$ cat config.mk
export PLATFORM = sky130hd
export DESIGN_NAME = ratio_param_encoder
export DESIGN_NICKNAME = d
export VERILOG_FILES = /design/src/rtl/rpe_pkg.sv /design/src/rtl/rpe_restoring_div.sv /design/src/rtl/rpe_range_check.sv /design/src/rtl/rpe_byte_pack.sv /design/src/rtl/ratio_param_encoder.sv
export SDC_FILE = /design/constraint.sdc
export NUM_CORES = 1
export LEC_CHECK = 0
export BUFFER_PORTS_ARGS = -buffer_cell sky130_fd_sc_hd__buf_4
export CAP_MARGIN = 20
export CORE_MARGIN = 5
export CORE_UTILIZATION = 50
export CTS_BUF_LIST = sky130_fd_sc_hd__clkbuf_16
export CTS_CLUSTER_SIZE = 12
export DETAILED_ROUTE_END_ITERATION = 16
export GPL_TIMING_DRIVEN = 0
export HOLD_SLACK_MARGIN = 0.02
export PLACE_DENSITY = 0.72
export SLEW_MARGIN = 20
export SYNTH_ARGS = -nofsm -noshare
export SYNTH_HDL_FRONTEND = slang
export SYNTH_SLANG_ARGS = --single-unit
$ cat constraint.sdc
create_clock -name clk -period 7.4 [get_ports clk]
set_input_delay 0.37 -clock clk [delete_from_list [all_inputs] [get_ports clk]]
set_output_delay 0.37 -clock clk [all_outputs]
set_load 0.05 [all_outputs]
$ cat src/rtl/rpe_pkg.sv
package rpe_pkg;
    localparam int P1W = 18;
    localparam int P2W = 20;
    localparam int P3W = 20;
    localparam int IMG_BYTES = 8;

    typedef enum logic [2:0] {
        ST_IDLE = 3'd0,
        ST_DIV  = 3'd1,
        ST_FIN  = 3'd2,
        ST_EMIT = 3'd3,
        ST_DONE = 3'd4
    } rpe_state_e;

    typedef enum logic {
        MODE_FEEDBACK = 1'b0,
        MODE_OUTPUT   = 1'b1
    } rpe_mode_e;
endpackage

$ cat src/rtl/rpe_restoring_div.sv
module rpe_restoring_div #(
    parameter int NW = 27,
    parameter int DW = 20
) (
    input  logic          clk,
    input  logic          rst_n,
    input  logic          load_i,
    input  logic          step_i,
    input  logic [NW-1:0] dividend_i,
    input  logic [DW-1:0] divisor_i,
    output logic [NW-1:0] quot_o,
    output logic [DW-1:0] rem_o
);
    typedef struct packed {
        logic [NW-1:0] num;
        logic [DW-1:0] rem;
    } div_st_t;

    div_st_t st_d, st_q;
    logic [DW:0] trial;
    logic [DW:0] diff;
    logic        fits;

    always_comb begin
        st_d  = st_q;
        trial = {st_q.rem, st_q.num[NW-1]};
        fits  = (trial >= {1'b0, divisor_i});
        diff  = trial - {1'b0, divisor_i};
        if (load_i) begin
            st_d.num = dividend_i;
            st_d.rem = '0;
        end else if (step_i) begin
            st_d.num = {st_q.num[NW-2:0], fits};
            st_d.rem = fits ? diff[DW-1:0] : trial[DW-1:0];
        end
    end

    always_ff @(posedge clk) begin
        if (!rst_n) st_q <= '0;
        else        st_q <= st_d;
    end

    assign quot_o = st_q.num;
    assign rem_o  = st_q.rem;
endmodule

$ cat src/rtl/rpe_range_check.sv
module rpe_range_check #(
    parameter int AW          = 11,
    parameter int QIW         = 20,
    parameter int FB_MIN      = 15,
    parameter int FB_MAX      = 90,
    parameter int OUT_A_MIN   = 4,
    parameter int OUT_INT_MAX = 6,
    parameter int OUT_MIN     = 6,
    parameter int OUT_MAX     = 1800
) (
    input  logic           mode_out_i,
    input  logic [AW-1:0]  a_i,
    input  logic [QIW-1:0] q_int_i,
    input  logic           b_zero_i,
    input  logic           c_zero_i,
    output logic           illegal_o
);
    localparam int SW = ((AW > QIW) ? AW : QIW) + 1;

    logic [SW-1:0] total;
    logic          fb_bad;
    logic          out_ok;

    always_comb begin
        total  = SW'(a_i) + SW'(q_int_i);
        fb_bad = (a_i < AW'(FB_MIN)) || (a_i > AW'(FB_MAX));
        out_ok = (a_i >= AW'(OUT_A_MIN)) &&
                 ((b_zero_i && (a_i <= AW'(OUT_INT_MAX))) ||
                  ((total >= SW'(OUT_MIN)) && (total <= SW'(OUT_MAX))));
        illegal_o = c_zero_i || (mode_out_i ? !out_ok : fb_bad);
    end
endmodule

$ cat src/rtl/rpe_byte_pack.sv
module rpe_byte_pack
    import rpe_pkg::*;
(
    input  logic [P1W-1:0] p1_i,
    input  logic [P2W-1:0] p2_i,
    input  logic [P3W-1:0] p3_i,
    input  logic           mode_out_i,
    input  logic [2:0]     odiv_i,
    input  logic           div4_i,
    input  logic [2:0]     idx_i,
    output logic [7:0]     byte_o
);
    logic [5:0] mode_bits;

    always_comb begin
        mode_bits = mode_out_i ? {1'b0, odiv_i, div4_i, div4_i} : 6'd0;
        unique case (idx_i)
            3'd0:    byte_o = p3_i[15:8];
            3'd1:    byte_o = p3_i[7:0];
            3'd2:    byte_o = {mode_bits, p1_i[17:16]};
            3'd3:    byte_o = p1_i[15:8];
            3'd4:    byte_o = p1_i[7:0];
            3'd5:    byte_o = {p3_i[19:16], p2_i[19:16]};
            3'd6:    byte_o = p2_i[15:8];
            default: byte_o = p2_i[7:0];
        endcase
    end
endmodule

$ cat src/rtl/ratio_param_encoder.sv
module ratio_param_encoder
    import rpe_pkg::*;
#(
    parameter int AW     = 11,
    parameter int BW     = 20,
    parameter int FRAC   = 7,
    parameter int OFFSET = 512
) (
    input  logic          clk,
    input  logic          rst_n,
    input  logic          start_i,
    input  logic          mode_i,
    input  logic [AW-1:0] a_i,
    input  logic [BW-1:0] b_i,
    input  logic [BW-1:0] c_i,
    input  logic [2:0]    odiv_i,
    input  logic          div4_i,
    output logic          done_o,
    output logic          err_o,
    output logic          byte_valid_o,
    output logic [2:0]    byte_idx_o,
    output logic [7:0]    byte_o
);
    localparam int QW   = BW + FRAC;
    localparam int CW   = $clog2(QW);
    localparam int SUMW = ((AW + FRAC > QW) ? AW + FRAC : QW) + 1;

    typedef struct packed {
        rpe_state_e     st;
        logic [CW-1:0]  cnt;
        logic [AW-1:0]  a;
        logic [BW-1:0]  b;
        logic [BW-1:0]  c;
        rpe_mode_e      mode;
        logic [2:0]     odiv;
        logic           div4;
        logic [P1W-1:0] p1;
        logic [P2W-1:0] p2;
        logic           err;
        logic [2:0]     idx;
    } ctl_t;

    ctl_t ctl_d, ctl_q;

    logic            div_load, div_step;
    logic [QW-1:0]   quot, q_eff;
    logic [BW-1:0]   rem, r_eff;
    logic            b_zero;
    logic [SUMW-1:0] p1_sum;
    logic            illegal;
    logic [7:0]      packed_byte;

    rpe_restoring_div #(.NW(QW), .DW(BW)) u_div (
        .clk        (clk),
        .rst_n      (rst_n),
        .load_i     (div_load),
        .step_i     (div_step),
        .dividend_i ({b_i, {FRAC{1'b0}}}),
        .divisor_i  (ctl_q.c),
        .quot_o     (quot),
        .rem_o      (rem)
    );

    rpe_range_check #(.AW(AW), .QIW(QW - FRAC)) u_range (
        .mode_out_i (ctl_q.mode == MODE_OUTPUT),
        .a_i        (ctl_q.a),
        .q_int_i    (q_eff[QW-1:FRAC]),
        .b_zero_i   (b_zero),
        .c_zero_i   (ctl_q.c == '0),
        .illegal_o  (illegal)
    );

    rpe_byte_pack u_pack (
        .p1_i       (ctl_q.p1),
        .p2_i       (ctl_q.p2),
        .p3_i       (P3W'(ctl_q.c)),
        .mode_out_i (ctl_q.mode == MODE_OUTPUT),
        .odiv_i     (ctl_q.odiv),
        .div4_i     (ctl_q.div4),
        .idx_i      (ctl_q.idx),
        .byte_o     (packed_byte)
    );

    always_comb begin
        b_zero = (ctl_q.b == '0);
        q_eff  = b_zero ? '0 : quot;
        r_eff  = b_zero ? '0 : rem;
        p1_sum = SUMW'({ctl_q.a, {FRAC{1'b0}}}) + SUMW'(q_eff) - SUMW'(OFFSET);
    end

    always_comb begin
        ctl_d    = ctl_q;
        div_load = 1'b0;
        div_step = 1'b0;
        unique case (ctl_q.st)
            ST_IDLE: begin
                if (start_i) begin
                    ctl_d.st   = ST_DIV;
                    ctl_d.cnt  = CW'(QW - 1);
                    ctl_d.a    = a_i;
                    ctl_d.b    = b_i;
                    ctl_d.c    = c_i;
                    ctl_d.mode = rpe_mode_e'(mode_i);
                    ctl_d.odiv = odiv_i;
                    ctl_d.div4 = div4_i;
                    ctl_d.err  = 1'b0;
                    div_load   = 1'b1;
                end
            end
            ST_DIV: begin
                div_step = 1'b1;
                if (ctl_q.cnt == '0) ctl_d.st  = ST_FIN;
                else                 ctl_d.cnt = ctl_q.cnt - 1'b1;
            end
            ST_FIN: begin
                ctl_d.p1  = p1_sum[P1W-1:0];
                ctl_d.p2  = P2W'(r_eff);
                ctl_d.err = illegal;
                ctl_d.idx = 3'd0;
                ctl_d.st  = ST_EMIT;
            end
            ST_EMIT: begin
                if (ctl_q.idx == 3'd7) ctl_d.st  = ST_DONE;
                else                   ctl_d.idx = ctl_q.idx + 3'd1;
            end
            ST_DONE: ctl_d.st = ST_IDLE;
            default: ctl_d.st = ST_IDLE;
        endcase
    end

    always_ff @(posedge clk) begin
        if (!rst_n) ctl_q <= '0;
        else        ctl_q <= ctl_d;
    end

    assign done_o       = (ctl_q.st == ST_DONE);
    assign err_o        = done_o && ctl_q.err;
    assign byte_valid_o = (ctl_q.st == ST_EMIT) && !ctl_q.err;
    assign byte_idx_o   = ctl_q.idx;
    assign byte_o       = byte_valid_o ? packed_byte : 8'd0;
endmodule

; Word level (Yosys, flattened, before mapping)
; Index checks and enable logic that the tools add are counted.
[classes]
add_sub_neg = 6
eq_ne = 16
muxes = 22
n_bitwise = 1
n_lt_le_gt_ge = 7
reduce_logical = 25
[op_table]
columns = operator, count
row1 = $mux W47, 2
row2 = $mux W64, 1
row3 = $pmux W8 S7, 1
row4 = $logic_not A20 Y1, 2
row5 = $mux W20, 2
row6 = $mux W27, 1
row7 = $add A11 B20 Y21, 1
row8 = $ge A21 B20 Y1, 1
row9 = $ge A21 B3 Y1 const B, 1
row10 = $le A21 B11 Y1 const B, 1
row11 = $sub A20 B20 Y20, 1
row12 = $add A18 B18 Y18, 1
row13 = $sub A18 B10 Y18 const B, 1
row14 = $eq A3 B3 Y1 const B, 5
row15 = $eq A3 B2 Y1 const B, 4
row16 = $pmux W3 S4, 1
row17 = $ge A11 B3 Y1 const B, 1
row18 = $gt A11 B7 Y1 const B, 1
row19 = $le A11 B3 Y1 const B, 1
row20 = $lt A11 B4 Y1 const B, 1
row21 = $mux W5, 2
row22 = $ne A2 B2 Y1 const B, 5
row23 = $pmux W5 S2, 1
row24 = $mux W3, 3
row25 = other kinds (17), 36
[totals]
elab_cells = 92
in_bits = 59
regBits = 153

; Longest topological paths before layout
; Gate-level depths: netlist (run 1).
[depth]
ltp_word = 11
ltp_mapped = 17

; Hierarchy
; A second synthesis (run 1) with hierarchy kept.
[hier_totals]
hier_cells = 1282
area_unflattened_um2 = 9693.0
[by_module_without_submodules]
columns = module, cells_each, instances, area_each_um2, seq_area_each_um2
row1 = ratio_param_encoder, 622, 1, 4747.1, 2122.0
row2 = rpe_restoring_div, 419, 1, 3319.4, 940.9
row3 = rpe_range_check, 146, 1, 1016.0, 0.0
row4 = rpe_byte_pack, 95, 1, 610.6, 0.0

; Least setup slack after synthesis (run 1)
; OpenSTA, ideal clock, no wires.
[synth_path]
path_type = reg-to-reg
start = register ctl_q[82] (netlist name)
end = register ctl_q[3] (netlist name)
t_arrival_ns = 3.820
required_time_ns = 7.326
synth_period_minus_slack_ns = 3.895
n_path_buf = 1
setup_slack_ns = 3.505
path_stages_with_launch = 17
cell_sequence = dfxtp_1 > nor4_1 > and3_1 > nand3_1 > clkbuf_1 > and2_1 > ha_1 > inv_1 > fa_1 > nor3b_2 > a2111oi_4 > o21ai_2 > o31a_1 > xor2_1 > or4b_1 > mux2_2 > a31oi_1
[synth_between]
elab_chain_cells = 11
elab_cells_between_ends = 13
classes_between = 1 x add/sub / 2 x order compare / 3 x mux / 7 x reduce/logical
[synth_rtl]
columns = element, line_no
row1 = "start, declared", ratio_param_encoder.sv:43  ; ctl_t ctl_d, ctl_q;
row2 = "start signal, assigned", ratio_param_encoder.sv:133  ; else ctl_q <= ctl_d;
row3 = $logic_not A20 Y1 *, ratio_param_encoder.sv:85  ; b_zero = (ctl_q.b == '0);
row4 = $mux W27, ratio_param_encoder.sv:86  ; q_eff = b_zero ? '0 : quot;
row5 = $add A11 B20 Y21, rpe_range_check.sv:25  ; total = SW'(a_i) + SW'(q_int_i);
row6 = $ge A21 B3 Y1 or $le A21 B11 Y1 (tied branches), rpe_range_check.sv:29  ; ((total >= SW'(OUT_MIN)) && (total <= SW'(OUT_MAX))));
row7 = $logic_and A1 B1 Y1, rpe_range_check.sv:29
row8 = $logic_or A1 B1 Y1 *, rpe_range_check.sv:28  ; ((b_zero_i && (a_i <= AW'(OUT_INT_MAX))) ||
row9 = $logic_and A1 B1 Y1 *, rpe_range_check.sv:27  ; out_ok = (a_i >= AW'(OUT_A_MIN)) &&
row10 = $logic_not A1 Y1 *, rpe_range_check.sv:30  ; illegal_o = c_zero_i || (mode_out_i ? !out_ok : fb_bad);
row11 = $mux W1 *, rpe_range_check.sv:30
row12 = $logic_or A1 B1 Y1 *, rpe_range_check.sv:30
row13 = $pmux W1 S2 *, ratio_param_encoder.sv:95  ; unique case (ctl_q.st)
; Every way passes the cells marked *; elsewhere a longest branch is shown, timed or not.
; A chain may end at the register's enable or synchronous reset.

; Final worst setup path (run 1)
[layout_path]
start = register ctl_q[81] (netlist name)
end = register ctl_q[3] (netlist name)
; Same word-level chain as after synthesis.

==> flow_summary.toml, run 1 <==
[run_status]
outcome = "complete, no violations"

[cts]
postCtsSetupBuffers = 0
cts-root-buf = "clkbuf_16"
path_clk_slew_ps = 60
numCtsBuffers = 17
cts_hold_buffers = 0
clkLatencyLatePin_ps = 430
cts_tree = "done"
cts-resized-gates = 0
cts_max_level = 4
cts_buffer_depth = 2
clock-sinks = 153

[synthesis]
synth_cell_types = 67
synth-async-reset-ratio_pct = 0
syn_inst = 1216
synth_area_per_cell_um2 = 7.36
yosys_warnings = 0
ys.flop_type = "dfxtp_1"
synth_edf_count = 0
yosysSeqAreaShare_pct = 34.2
syn-num-nets = 1335
ys_seq_elements = 153
synthesis.area_mm2 = 0.00895

[final_layout]
multi_input_area_mm2 = 0.00533
fillers = 1750
ff_latch_area_mm2 = 0.00306
nets = 1426
layout-drive-gt1-share_pct = 9.55
areaGrowthSynthToFinish_pct = 15.3
antenna_cells = 0
final_core_util_pct = 58.1
fin_area_mm2 = 0.0103

[power_and_ir_drop]
seqPwrFrac_pct = 34.4
pwr-share-clk_pct = 28.0
peakVddDrop_mv = 0.192
internal_power_mw = 1.78
switching_share_pct = 37.8
p_per_area_mw_per_mm2 = 278
p_switching_mw = 1.09
p_comb_share_pct = 37.6
p_leak_nw = 4.09

[global_routing]
grt-ovfl-total = 0
grt_max_degree = 17
grt_pass1_wl_um = 42800
grt_pass1_vias = 8354
antenna_found_initial = 0
track_usage_pct = 26.2

[worst_setup_path]
worstPathRequired_ps = 7760
path_max_fanout = 10
startpoint_type = "flop"
slowest_stage = "or4b_1"
crit_chain = "nor4_1 > and3_1 > nand3_1 > clkbuf_1 > and2_1 > ha_1 > inv_1 > fa_1 > nor3b_2 > a2111oi_4 > o21ai_2 > o31a_1 > xor2_1 > or4b_1 > mux2_2 > a31oi_1"
end_kind = "flop"
critical_path.max_stage_delay_ps = 510
cp.arrival_ps = 5020
crit_type = "flop to flop"

[sta]
fin_skew_ps = 6.91
worst_slew_pin_slew_ps = 915
finalHoldViolations = 0
min_period_ps = 4660
report.final.slew_viol_count = 0
setup_slack_ps = 2740
timing.hold.ws_ps = 185
fin_tns_setup_ps = 0
setup_viol = 0
slew-limit-headroom_pct = 38.5
rsz0062_at_grt = "no"
fmax_mhz = 214
fin_crit_sh_pct = 63.0

[routing]
via_per_inst = 5.72
wl_met3_um = 1620
first_pass_iters = 6
drt_iter0_markers = 776
wire_per_inst_um = 17.5
wl_met2_um = 12900
ant_nets = 0
vias = 8864
top_layer = "met4"
drt_wl_total_um = 27100
met1_length_um = 11500
drc = 0

[min_path]
hp-class = "primary input to flop"

[job]
max-cap-violations = 0

[placement]
post-dp-hpwl_um = 21000
io_buffers = 72
place_area_mm2 = 0.00978
place_ws_ps = 2780
place_congestion = 0.984

[floorplanning]
rows = 49
ios = 73
dieArea_mm2 = 0.0207
fp.dieH_um = 144
start_util_pct = 50.3
core_mm2 = 0.0178
die_w_um = 144
metrics by stage:
stage,cells,power (mW)
global placement,1517,2.05
global route,1549,3.04
finish,1549,2.87
floorplan,1216,1.78
detailed placement,1517,2.06
CTS,1549,2.86
cell usage after synthesis (16+ instances only):
library cell | number | share of area, %
mux2i_1 | 16 | 1.8
dfxtp_1 | 153 | 34
a21oi_1 | 181 | 10
nand2_1 | 297 | 12
o21ai_0 | 51 | 2.9
xnor2_1 | 21 | 2.1
clkbuf_1 | 63 | 2.6
nor2_1 | 47 | 2.0
nor3_1 | 16 | 0.89
nand3_1 | 49 | 2.7
inv_1 | 70 | 2.9
ha_1 | 56 | 7.8
worst max-delay path, delay by kind of cell (launching register included):
kind / cells / cell delay (ps)
AND/OR/NAND/NOR: 6 / 1460
AO/OA/AOI/OAI: 4 / 1100
flip-flops: 1 / 330
multiplexers: 1 / 280
XOR/XNOR: 1 / 190
adder cells (fa/ha/maj): 2 / 690
buffers and inverters: 2 / 540
cells in the final DEF, fill, tap and decap left out, types with 5 or more instances in the layout:
master	n
o31ai_1	6
a221oi_1	7
o211ai_1	5
o21bai_1	5
o21a_1	6
nand3_1	49
ha_1	56
a222oi_1	8
a211oi_1	10
buf_4	76
and2_1	8
o21ai_0	51
nand2_1	297
clkbuf_16	17
inv_1	72
nand4_1	6
nor3_1	16
a21o_1	6
mux2i_1	16
xnor2_1	21
a31oi_1	11
nor4_1	13
nor2_1	47
a21oi_1	181
buf_1	6
dfxtp_1	153
xor2_1	13
clkbuf_1	63
flip-flops by register name, indices dropped and copies added (netlist names):
register and count:
ctl_q 103, u_div.rem_o 20, byte_idx_o 3, u_div.quot_o 27
power groups by stage:
| stage | sequential [mW] | clock (mW) | combinational, mW |
|---|---|---|---|
| final | 0.986 | 0.803 | 1.08 |
| after global routing | 0.993 | 0.849 | 1.20 |
| after CTS | 0.982 | 0.810 | 1.07 |
| after detailed placement | 1.00 | 0 | 1.06 |
| after global placement | 0.999 | 0 | 1.05 |
| after floorplan | 0.966 | 0 | 0.816 |
routing by layer:
metal,global-route usage (%),vias to the layer above
met3,4.46,78
li1,-,4392
met4,11.5,0
met5,0,-
met2,44.7,299
met1,32.7,4095
kinds of logic (layout without fill, tap and decap cells):
| family | after synthesis | count (layout) | synth area share (%) |
|---|---|---|---|
| AO/OA/AOI/OAI | 331 | 331 | 22.2 |
| XOR/XNOR | 34 | 34 | 3.33 |
| adder cells (fa/ha/maj) | 60 | 60 | 8.72 |
| buffers and inverters | 146 | 250 | 6.32 |
| flip-flops | 153 | 153 | 34.2 |
| multiplexers | 20 | 20 | 2.29 |
| AND/OR/NAND/NOR | 472 | 472 | 22.9 |
area by class of cell:
| cell class | count | area share, % |
|---|---|---|
| inverter | 71 | 2.58 |
| sequential | 153 | 29.7 |
| tap | 229 | 2.78 |
| clock buffer | 17 | 4.12 |
| timing repair buffer | 72 | 5.24 |
| multi-input combinational | 917 | 51.6 |
| buffer | 75 | 2.90 |
| clock inverter | 15 | 1.10 |
worst paths after layout:
path	start	slack [ps]	endpoint	cells after the start
worst min-delay path	a_i[8]	190	ctl_q[95]	3
worst min register to register	ctl_q[11]	450	ctl_q[11]	2
worst max register to register	ctl_q[81]	2740	ctl_q[3]	16
worst max-delay path	ctl_q[81]	2740	ctl_q[3]	16
(Power assumes the default switching activity.)
==> run 2: changes to the inputs <==
--- a/config.mk
+++ b/config.mk
@@ -14,7 +14,7 @@
 export DETAILED_ROUTE_END_ITERATION = 16
 export GPL_TIMING_DRIVEN = 0
 export HOLD_SLACK_MARGIN = 0.02
-export PLACE_DENSITY = 0.72
+export PLACE_DENSITY = 0.75
 export SLEW_MARGIN = 20
 export SYNTH_ARGS = -nofsm -noshare
 export SYNTH_HDL_FRONTEND = slang
==> constraint.sdc (replaced) <==
create_clock -name clk -period 4.26 [get_ports clk]
set_input_delay 0.213 -clock clk [delete_from_list [all_inputs] [get_ports clk]]
set_output_delay 0.213 -clock clk [all_outputs]
set_load 0.05 [all_outputs]
==> run 2 against run 1 <==
  * Die area unchanged
  * Clock skew grew 2.8 ps
  * Sequential share of layout area is 0.39 points lower
  * First-iteration DRC count up 5.8%
  * Combinational power grew 76%
  * Cell area is 1.3% higher
  * Critical path type unchanged
  * Largest power group unchanged
  * Highest routed layer unchanged
==> flow_summary.toml, run 2 (same netlist as run 1, synthesis figures left out) <==
[floorplanning]
rows = 49
core_mm2 = 0.0178
start_util_pct = 50.3
die_w_um = 144
fp.dieH_um = 144
ios = 73
dieArea_mm2 = 0.0207

[power_and_ir_drop]
power.total_mw = 5.12
switching_share_pct = 38.5
p_per_area_mw_per_mm2 = 489
seqPwrFrac_pct = 33.4
internal_power_mw = 3.15
p_leak_nw = 4.15
peakVddDrop_mv = 0.343
pwr-share-clk_pct = 29.6
p_switching_mw = 1.97
p_comb_share_pct = 37.1

[placement]
post-dp-hpwl_um = 20700
place_congestion = 0.962
dp.cells = 1517
place_ws_ps = -325
io_buffers = 72

[cts]
cts_tree = "done"
cts_buffer_depth = 2
path_clk_slew_ps = 70
clock-sinks = 153
cts-root-buf = "clkbuf_16"
cts_max_level = 4
numCtsBuffers = 17
clkLatencyLatePin_ps = 440

[sta]
fmax_mhz = 249
setup_slack_ps = 246
finalHoldViolations = 0
rsz0062_at_grt = "no"
setup_viol = 0
slew-limit-headroom_pct = 43.1
report.final.slew_viol_count = 0
worst_slew_pin_slew_ps = 846
fin_skew_ps = 9.66
min_period_ps = 4010
fin_crit_sh_pct = 94.2

[routing]
vias = 9009
drt_wl_total_um = 27000
drt_iter0_markers = 821
wire_per_inst_um = 17.4
ant_nets = 0
first_pass_iters = 6
via_per_inst = 5.79
drc = 0

[final_layout]
final_cell_mix = "nand2_1, a21oi_1, dfxtp_1"
layout.cells.most_common = "nand2_1"
largest_reg_flops = 103
fillers = 1698
final_core_util_pct = 58.8
nets = 1433
largest_register = "ctl_q"
ff_latch_area_mm2 = 0.00306
layout-drive-gt1-share_pct = 10.3
multi_input_area_mm2 = 0.00535
antenna_cells = 0
final_cells = 1556
areaGrowthSynthToFinish_pct = 16.9

[worst_setup_path]
end_kind = "flop"
crit_chain = "nor4_1 > and3_1 > nand3_2 > clkbuf_2 > and2_1 > ha_1 > inv_1 > fa_1 > nor2b_1 > o31a_2 > a2111oi_1 > o21bai_1 > nand3_1 > mux2_2 > a211oi_1 > a31oi_1"
cp.arrival_ps = 4340
slowest_stage = "a2111oi_1"
worstPathRequired_ps = 4580
startpoint_type = "flop"
path_max_fanout = 10
crit_type = "flop to flop"
critical_path.max_stage_delay_ps = 490

[min_path]
hp-class = "primary input to flop"

[global_routing]
grt_max_degree = 17
grt_pass1_wl_um = 43300
grt_pass1_vias = 8537
track_usage_pct = 26.5
antenna_found_initial = 0
grt-ovfl-total = 0

[job]
max-cap-violations = 0

[run_status]
outcome = "complete, no violations"
[run 2: cell types whose count changed in the layout (fill, tap and decap cells not counted), sizes merged]
cell | previous run | this run
clkinvlp | 3 | 2
inv | 72 | 79
buf | 84 | 86
clkinv | 10 | 4
clkbuf | 80 | 79
dlygate4sd3 | 0 | 6
[run 2: worst max-delay path: cells and delay by family, from the launching register on]
kind,cells,cell delay [ps]
compound gates,5,1360
fa+ha+maj,2,430
buf+inv,2,330
flops,1,310
mux,1,340
simple gates,6,1130
[run 2: area by class of cell]
class,count,share of cell area (%)
Timing Repair Buffer,79,5.81
Inverter,71,2.55
Sequential cell,153,29.3
Clock buffer,17,4.07
Tap cell,229,2.74
Clock inverter,15,1.51
Multi-Input combinational cell,917,51.1
Buffer,75,2.91
[run 2: repair_timing]
item	CTS	global route
pin swaps	0	2
buffers inserted	0	1
endpoints found under the hold margin	6	0
hold buffers	6	0
setup endpoints to repair	1	1
resized for setup	3	7
[run 2: metrics by stage]
stage / instance area, µm² / setup TNS [ps] / hold WS (ps)
2_1_floorplan: 8950 / 0 / 335
3_3_place_gp: 9780 / -264 / 440
3_5_place_dp: 9780 / -325 / 447
4_1_cts: 10400 / 0 / 21.3
5_1_grt: 10500 / 0 / 31.0
6_report: 10500 / 0 / 16.8
[run 2: routing by layer]
metal | global-route usage (%) | part of all wire, % | up-vias | wire, µm
li1 | - | - | 4404 | -
met3 | 3.83 | 6.3 | 71 | 1710
met1 | 33.9 | 43 | 4197 | 11600
met2 | 44.0 | 46 | 337 | 12500
met4 | 12.6 | 4.3 | 0 | 1170
met5 | 0 | 0 | - | 0
[run 2: worst paths after layout]
| check | start | to | slack [ps] | cells past startpoint |
|---|---|---|---|---|
| max | ctl_q[81] | ctl_q[3] | 250 | 16 |
| min | a_i[6] | ctl_q[93] | 20 | 3 |
| max reg2reg | ctl_q[81] | ctl_q[3] | 250 | 16 |
| min reg2reg | ctl_q[21] | ctl_q[21] | 460 | 2 |
[run 2: power by group through the flow]
stage | combinational (mW) | clock (mW) | sequential [mW]
4_1_cts | 1.88 | 1.52 | 1.70
6_report | 1.90 | 1.51 | 1.71
5_1_grt | 2.12 | 1.58 | 1.72
3_3_place_gp | 1.83 | 0 | 1.73
3_5_place_dp | 1.85 | 0 | 1.73
2_1_floorplan | 1.42 | 0 | 1.68
==> run 3: changes to the inputs <==
--- a/config.mk
+++ b/config.mk
@@ -7,14 +7,16 @@
 export LEC_CHECK = 0
 export BUFFER_PORTS_ARGS = -buffer_cell sky130_fd_sc_hd__buf_4
 export CAP_MARGIN = 20
+export CELL_PAD_IN_SITES_DETAIL_PLACEMENT = 1
+export CELL_PAD_IN_SITES_GLOBAL_PLACEMENT = 2
 export CORE_MARGIN = 5
-export CORE_UTILIZATION = 50
+export CORE_UTILIZATION = 32
 export CTS_BUF_LIST = sky130_fd_sc_hd__clkbuf_16
 export CTS_CLUSTER_SIZE = 12
 export DETAILED_ROUTE_END_ITERATION = 16
 export GPL_TIMING_DRIVEN = 0
 export HOLD_SLACK_MARGIN = 0.02
-export PLACE_DENSITY = 0.75
+export PLACE_DENSITY = 0.81
 export SLEW_MARGIN = 20
 export SYNTH_ARGS = -nofsm -noshare
 export SYNTH_HDL_FRONTEND = slang
==> run 3 against run 2 <==
  * First-iteration DRC count is 35% lower
  * Combinational power increased by 3%
  * Die area is 52% higher
  * Critical path type unchanged
  * Highest routed layer is now met5
  * Non-clock buffer count down 4
==> flow_summary.toml, run 3 (same netlist as run 1, synthesis figures left out) <==
[sta]
setup_viol = 0
min_period_ps = 4070
rsz0062_at_grt = "no"
fmax_mhz = 245
worst_slew_pin_slew_ps = 930
timing.hold.ws_ps = 32.6
finalHoldViolations = 0
report.final.slew_viol_count = 0
setup_slack_ps = 186
slew-limit-headroom_pct = 37.5
fin_skew_ps = 10.1
fin_crit_sh_pct = 95.6

[floorplanning]
start_util_pct = 32.3
die_w_um = 177
dieArea_mm2 = 0.0314
rows = 61
core_mm2 = 0.0277
fp.dieH_um = 177
ios = 73

[power_and_ir_drop]
power.total_mw = 5.25
peakVddDrop_mv = 0.204
p_per_area_mw_per_mm2 = 493
p_leak_nw = 4.15

[cts]
path_clk_slew_ps = 70
clock-sinks = 153
cts_tree = "done"
cts_max_level = 4
cts_buffer_depth = 2
numCtsBuffers = 17
cts-root-buf = "clkbuf_16"
clkLatencyLatePin_ps = 430

[global_routing]
antenna_found_initial = 1
track_usage_pct = 20.4
grt_max_degree = 17
grt_pass1_vias = 9035
grt_pass1_wl_um = 50200
grt-ovfl-total = 0

[worst_setup_path]
startpoint_type = "flop"
worstPathRequired_ps = 4600
reg2reg_depth = 16
cp.arrival_ps = 4420
path_max_fanout = 10
crit_type = "flop to flop"
r2r_slack_ps = 190
end_kind = "flop"

[job]
max-cap-violations = 0

[routing]
via_per_inst = 5.17
drt_iter0_markers = 530
vias = 8790
first_pass_iters = 5
ant_nets = 0
drt_wl_total_um = 31800
wire_per_inst_um = 18.7
drc = 0

[final_layout]
fin_area_mm2 = 0.0107
areaGrowthSynthToFinish_pct = 19.1
final_core_util_pct = 38.5
final_cell_mix = "nand2_1, a21oi_1, dfxtp_1"
antenna_cells = 0
layout.cells.most_common = "nand2_1"
nets = 1429
largest_reg_flops = 103
layout-drive-gt1-share_pct = 10.4
largest_register = "ctl_q"

[placement]
post-dp-hpwl_um = 25200
place_area_mm2 = 0.00997
place_ws_ps = -443
place_congestion = 0.886
io_buffers = 72

[min_path]
holdPathStages = 3
hp-class = "primary input to flop"

[run_status]
outcome = "complete, no violations"
-- run 3: per-layer routing --
metal | vias to the layer above | wire [µm] | track usage [%]
met4 | 2 | 520 | 4.71
met5 | - | 14 | 0
li1 | 4395 | - | -
met1 | 4208 | 14700 | 26.4
met3 | 28 | 1100 | 3.44
met2 | 157 | 15500 | 35.4
-- run 3: report_power, final --
group | total [mW] | internal, mW | switching (mW) | leakage (nW)
Combinational | 1.95 | 0.753 | 1.19 | 2.61
Sequential | 1.72 | 1.57 | 0.150 | 1.25
Clock | 1.59 | 0.924 | 0.661 | 0.292
Total | 5.25 | 3.24 | 2.00 | 4.15
-- run 3: path summary, 6_finish.rpt --
path	start	to
setup reg to reg	ctl_q[83]	ctl_q[3]
setup / recovery	ctl_q[83]	ctl_q[3]
hold / removal	a_i[8]	ctl_q[95]
hold reg to reg	ctl_q[5]	ctl_q[5]
-- run 3: area by class of cell --
class,count,area (µm²)
multi-input cells,917,5370
fillers,3503,17100
well taps,378,473
clock inverters,15,178
inverters,71,267
repair buffers,75,568
plain buffers,75,310
clock buffers,17,425
flip-flops and latches,153,3060
-- run 3: worst max-delay path, cell delays in order, from the launching register on --
cell and delay, ps:
dfxtp_1 330, nor4_1 60, and3_1 210, nand3_4 130, clkbuf_8 200, and2_1 180, ha_1 230, inv_1 70
fa_1 400, nor3b_2 190, a2111oi_4 440, o21ai_2 100, o31a_1 300, xor2_1 170, or4b_1 520, mux2_2 290
a31oi_1 150
-- run 3: what timing repair did --
item,4_1_cts,5_1_grt
hold buffers,2,0
resized for setup,8,5
gates cloned,0,0
buffers inserted,0,1
endpoints found under the setup margin,1,1
hold endpoints to repair,2,0
pin swaps,0,1
-- run 3: stage by stage --
step,instances,TNS [ps]
after floorplan,1216,0
after global placement,1666,-391
after detailed placement,1666,-443
after CTS,1700,0
after global routing,1701,0
final,1701,0
